[config.mk]
export PLATFORM = sky130hd
export DESIGN_NAME = branch_resolver
export DESIGN_NICKNAME = d
export VERILOG_FILES = /design/src/rtl/br_pkg.sv /design/src/rtl/br_compare.sv /design/src/rtl/br_target.sv /design/src/rtl/br_hazard.sv /design/src/rtl/branch_resolver.sv
export SDC_FILE = /design/constraint.sdc
export NUM_CORES = 1
export LEC_CHECK = 0
export ABC_AREA = 1
export ABC_CLOCK_PERIOD_IN_PS = 2900
export BUFFER_PORTS_ARGS = -buffer_cell sky130_fd_sc_hd__buf_2
export CORE_MARGIN = 1.5
export CORE_UTILIZATION = 52
export CTS_CLUSTER_SIZE = 20
export DETAILED_ROUTE_END_ITERATION = 7
export GPL_ROUTABILITY_DRIVEN = 0
export PLACE_DENSITY_LB_ADDON = 0.1
export SLEW_MARGIN = 20
export SYNTH_ARGS = -nofsm -noshare
export SYNTH_HDL_FRONTEND = slang
export SYNTH_SLANG_ARGS = --single-unit
[constraint.sdc]
create_clock -name clk -period 2.9 [get_ports clk]
set_input_delay 0.58 -clock clk [delete_from_list [all_inputs] [get_ports clk]]
set_output_delay 0.58 -clock clk [all_outputs]
set_load 0.005 [all_outputs]
[src/rtl/br_pkg.sv]
package br_pkg;
  typedef enum logic {
    COND_EQ = 1'b0,
    COND_NE = 1'b1
  } br_cond_e;

  localparam int unsigned INSTR_BYTES = 4;
  localparam int unsigned WORD_SHIFT  = 2;
endpackage

[src/rtl/br_compare.sv]
module br_compare
  import br_pkg::*;
#(
  parameter int unsigned W = 32
) (
  input  logic [W-1:0] op_a,
  input  logic [W-1:0] op_b,
  input  br_cond_e     cond,
  output logic         hit
);
  logic same;

  always_comb begin
    same = (op_a == op_b);
    unique case (cond)
      COND_EQ: hit = same;
      COND_NE: hit = !same;
      default: hit = 1'b0;
    endcase
  end
endmodule

[src/rtl/br_target.sv]
module br_target
  import br_pkg::*;
#(
  parameter int unsigned W     = 32,
  parameter int unsigned OFF_W = 16
) (
  input  logic [W-1:0]     pc4,
  input  logic [OFF_W-1:0] off,
  output logic [W-1:0]     target
);
  localparam int unsigned EXT_W = W - OFF_W - WORD_SHIFT;

  logic [W-1:0] byte_off;

  always_comb begin
    byte_off = {{EXT_W{off[OFF_W-1]}}, off, {WORD_SHIFT{1'b0}}};
    target   = pc4 + byte_off;
  end
endmodule

[src/rtl/br_hazard.sv]
module br_hazard #(
  parameter int unsigned AW = 5
) (
  input  logic          is_branch,
  input  logic [AW-1:0] src_a,
  input  logic [AW-1:0] src_b,
  input  logic          ex_en,
  input  logic [AW-1:0] ex_reg,
  output logic          stall
);
  localparam int unsigned NSRC = 2;

  logic [NSRC-1:0][AW-1:0] srcs;
  logic [NSRC-1:0]         match;
  logic                    ex_live;

  assign srcs[0] = src_a;
  assign srcs[1] = src_b;
  assign ex_live = ex_en && (ex_reg != '0);

  for (genvar g = 0; g < NSRC; g++) begin : g_src
    assign match[g] = ex_live && (srcs[g] == ex_reg);
  end

  assign stall = is_branch && (|match);
endmodule

[src/rtl/branch_resolver.sv]
module branch_resolver
  import br_pkg::*;
#(
  parameter int unsigned        XLEN     = 32,
  parameter int unsigned        OFF_W    = 16,
  parameter int unsigned        REG_AW   = 5,
  parameter logic [XLEN-1:0]    RESET_PC = '0
) (
  input  logic              clk,
  input  logic              rst_n,
  input  logic              dec_valid,
  output logic              dec_ready,
  input  logic              dec_br,
  input  logic              dec_ne,
  input  logic [REG_AW-1:0] dec_rs,
  input  logic [REG_AW-1:0] dec_rt,
  input  logic [XLEN-1:0]   dec_rs_val,
  input  logic [XLEN-1:0]   dec_rt_val,
  input  logic [OFF_W-1:0]  dec_off,
  input  logic [XLEN-1:0]   dec_pc4,
  input  logic              ex_wr_en,
  input  logic [REG_AW-1:0] ex_wr_reg,
  output logic              br_taken,
  output logic [XLEN-1:0]   next_pc,
  output logic [XLEN-1:0]   fetch_pc,
  output logic              dec_slot
);
  localparam logic [XLEN-1:0] STEP = XLEN'(INSTR_BYTES);

  logic            live_br;
  logic            cond_hit;
  logic            stall;
  logic [XLEN-1:0] target;
  br_cond_e        cond;

  assign live_br = dec_valid && dec_br;
  assign cond    = br_cond_e'(dec_ne);

  br_compare #(.W(XLEN)) u_cmp (
    .op_a (dec_rs_val),
    .op_b (dec_rt_val),
    .cond (cond),
    .hit  (cond_hit)
  );

  br_target #(.W(XLEN), .OFF_W(OFF_W)) u_tgt (
    .pc4    (dec_pc4),
    .off    (dec_off),
    .target (target)
  );

  br_hazard #(.AW(REG_AW)) u_haz (
    .is_branch (live_br),
    .src_a     (dec_rs),
    .src_b     (dec_rt),
    .ex_en     (ex_wr_en),
    .ex_reg    (ex_wr_reg),
    .stall     (stall)
  );

  assign dec_ready = !stall;
  assign br_taken  = live_br && !stall && cond_hit;
  assign next_pc   = br_taken ? target : fetch_pc + STEP;

  always_ff @(posedge clk) begin
    if (!rst_n) begin
      fetch_pc <= RESET_PC;
      dec_slot <= 1'b0;
    end else if (dec_ready) begin
      fetch_pc <= next_pc;
      dec_slot <= live_br;
    end
  end
endmodule

==> flow_metrics.tcl <==
set metrics [dict create \
    outcome "completed" \
    cp_common_cell "nand2_1" \
    grt_pass1_wl_um 27100 \
    grt_pass1_vias 6149 \
    worstSetupPathType "in2out" \
    tightestPinTransition_ns 0.542 \
    synth_top_area_share_pct 27.2 \
    path_clk_slew_ns 0.06 \
    drive_gt1_share_pct 26.7 \
    hold_buffers 0 \
    antenna_found_initial 0 \
    cts_tree "yes" \
    yosysTopAreaCell "nand2_1" \
    slew_viol_final 0 \
    grt_max_degree 33 \
    cp.required_ns 2.32 \
    fin_util_pct 73.3 \
    num_antenna_cells 0 \
    setup_viol 0 \
    dieHeight_um 106 \
    post-route-period-util_pct 97.3 \
    cts.htree.levels 2 \
    ys_warn_count 0 \
    hold_violations 0 \
    grtUsageTotal_pct 29.4 \
    synth_seq_cells 33 \
    coreArea_um2 10300 \
    skew_ns 0.00675 \
    post-route-drc-count 0 \
    start_kind "input port" \
    cellPowerDensity_nw_per_um2 259 \
    drt-initial-drc-count 439 \
    via_per_inst 4.96 \
    io_pins 200 \
    cp_slowest_stage_delay_ns 0.32 \
    synth_area_um2 5520 \
    clk_path_buf_depth 2 \
    numPortBuffers 199 \
    cap_violations 0 \
    core.rowCount 37 \
    cpMaxStageDelayCell "ha_1" \
    avgSynthCellArea_um2 5.27 \
    relSlewSlack_pct 63.6 \
    clock-root-buffer "clkbuf_8" \
    leakagePower_nw 4.65 \
    worst_setup_path_end_kind "output port" \
    fmax_mhz 354 \
    fp.dieArea_um2 11200 \
    ys_seq_area_share_pct 12.0 \
    clk-insertion-delay-late_ns 0.29 \
    ys_top_cells_by_area "nand2_1 (27%), inv_1 (14%), dfxtp_1 (12%), nand3_1 (9.3%), xnor2_1 (6.8%)" \
    antenna_left 0 \
    first_pass_iters 5 \
    nFillCells 975 \
    path_max_fanout 14 \
    synth.distinct_cells 31 \
    hold_class "reg2reg" \
    wl_um 17400 \
    cts_num_sinks 33 \
    die_x_um 106 \
    synth_fp_nets 1211 \
    num_vias 7027 \
    vdd.ir_drop.worst_v 0.000213 \
    hold_ws_ns 0.513 \
    dp.final_hpwl_um 14200 \
    fin_crit_ns 2.82 \
    tns_ns 0 \
    seqCellArea_um2 666 \
    syn-instance-count 1047 \
    cts_made_buffers 5 \
    start_util_pct 53.4 \
    worstPathCellList "buf_12 > buf_4 > ha_1 > nand2_1 > nor2_1 > nand2_1 > nor2_1 > nand2_1 > nand2_1 > nand2_1 > nand2_1 > nand3_2 > nand2_1 > buf_2" \
    multi_input_area_um2 4460 \
    syn2layout_area_growth_pct 37.2 \
    fin_nets 1445 \
    grt.overflow.total 0 \
    wire_per_inst_um 12.3 \
    total_power_mw 1.96 \
    critPathArrivalTime_ns 2.24 \
]
[registers in the layout, indices dropped and copies added, names as in the netlist]
register  count
fetch_pc     32
dec_slot      1
[Yosys cell counts, drive strengths merged]
master	count
fa	1
inv	215
clkbuf	11
nor3	11
o211ai	1
and2	6
nor4	4
o21bai	3
ha	30
a21oi	21
buf	7
nand2	403
dfxtp	33
a21o	1
nor2	62
nand3	104
xor2	27
o21ai	33
nand3b	2
nand4	29
xnor2	43
[metrics by stage]
stage | setup WS [ns] | std cells | instance area (um2)
after global placement | -0.0765 | 1406 | 6910
after global routing | -0.0344 | 1417 | 7570
final | 0.0778 | 1417 | 7570
after CTS | 0.000294 | 1414 | 7070
after floorplan | 0.306 | 1047 | 5520
after detailed placement | -0.117 | 1406 | 6910
[area by class of cell]
class / instances / area share (%)
flip-flops and latches: 33 / 8.79
repair buffers: 245 / 18.3
multi-input cells: 781 / 58.9
inverters: 215 / 10.7
well taps: 136 / 2.25
clock buffers: 7 / 1.14
[timing repair]
item,4_1_cts,5_1_grt
pin swaps,2,16
resized for setup,10,87
setup buffers,1,3
hold endpoints to repair,0,0
setup endpoints to repair,11,27
[metal layers]
layer	wire (um)	GRT usage [%]	vias to the layer above
li1	-	-	3681
met1	7370	36.0	3059
met2	8560	54.2	248
met3	1060	3.43	39
met4	377	7.72	0
met5	0	0	-
[where the power goes]
| group | total [mW] | switching [mW] | leakage (nW) | internal (mW) |
|---|---|---|---|---|
| Clock | 0.358 | 0.169 | 0.0443 | 0.188 |
| Combinational | 1.08 | 0.586 | 4.34 | 0.493 |
| Sequential | 0.521 | 0.0392 | 0.270 | 0.482 |
[cell usage in the layout, fill, tap and decap left out, types with 2 or more instances in the layout]
| cell type | Yosys | final |
|---|---|---|
| nand2_1 | 400 | 388 |
| inv_1 | 213 | 212 |
| buf_2 | 2 | 196 |
| nand3_1 | 102 | 90 |
| buf_4 | 2 | 44 |
| xnor2_1 | 43 | 43 |
| nor2_1 | 58 | 43 |
| dfxtp_1 | 33 | 31 |
| o21ai_0 | 30 | 30 |
| nand4_1 | 29 | 29 |
| xor2_1 | 27 | 27 |
| ha_4 | 0 | 26 |
| nor2_2 | 1 | 16 |
| nand2_2 | 3 | 15 |
| a21oi_1 | 20 | 15 |
| nand3_2 | 1 | 11 |
| nor3_1 | 11 | 10 |
| a21oi_2 | 1 | 6 |
| clkbuf_8 | 0 | 6 |
| and2_1 | 6 | 4 |
| o21ai_1 | 3 | 3 |
| inv_2 | 2 | 3 |
| nand3_4 | 1 | 3 |
| nor2_4 | 3 | 3 |
| nor4_1 | 4 | 3 |
| o21bai_1 | 3 | 3 |
| ha_1 | 30 | 3 |
| buf_6 | 3 | 3 |
| nand3b_1 | 2 | 2 |
| and2_4 | 0 | 2 |
| buf_12 | 0 | 2 |
[final timing paths]
kind               startpoint      endpoint  slack, ns  cells past startpoint
setup / recovery  dec_off[15]   next_pc[31]       0.08                     14
hold reg to reg      dec_slot      dec_slot       0.51                      2
setup reg to reg  fetch_pc[2]  fetch_pc[25]       0.95                     10
hold / removal       dec_slot      dec_slot       0.51                      2
[logic make-up after synthesis]
family	synth area share [%]
adders and majority gates	7.17
and+or+nand+nor	47.7
AOI/OAI and AO/OA	5.65
buffers and inverters	16.4
xor gates and xnor gates	11.1
DFF	12.0
[worst max-delay path: cells and delay by family]
| kind | cells | cell delay (ns) |
|---|---|---|
| adders and majority gates | 1 | 0.32 |
| buffers and inverters | 3 | 0.40 |
| and+or+nand+nor | 10 | 0.93 |
(Power assumes the default switching activity.)
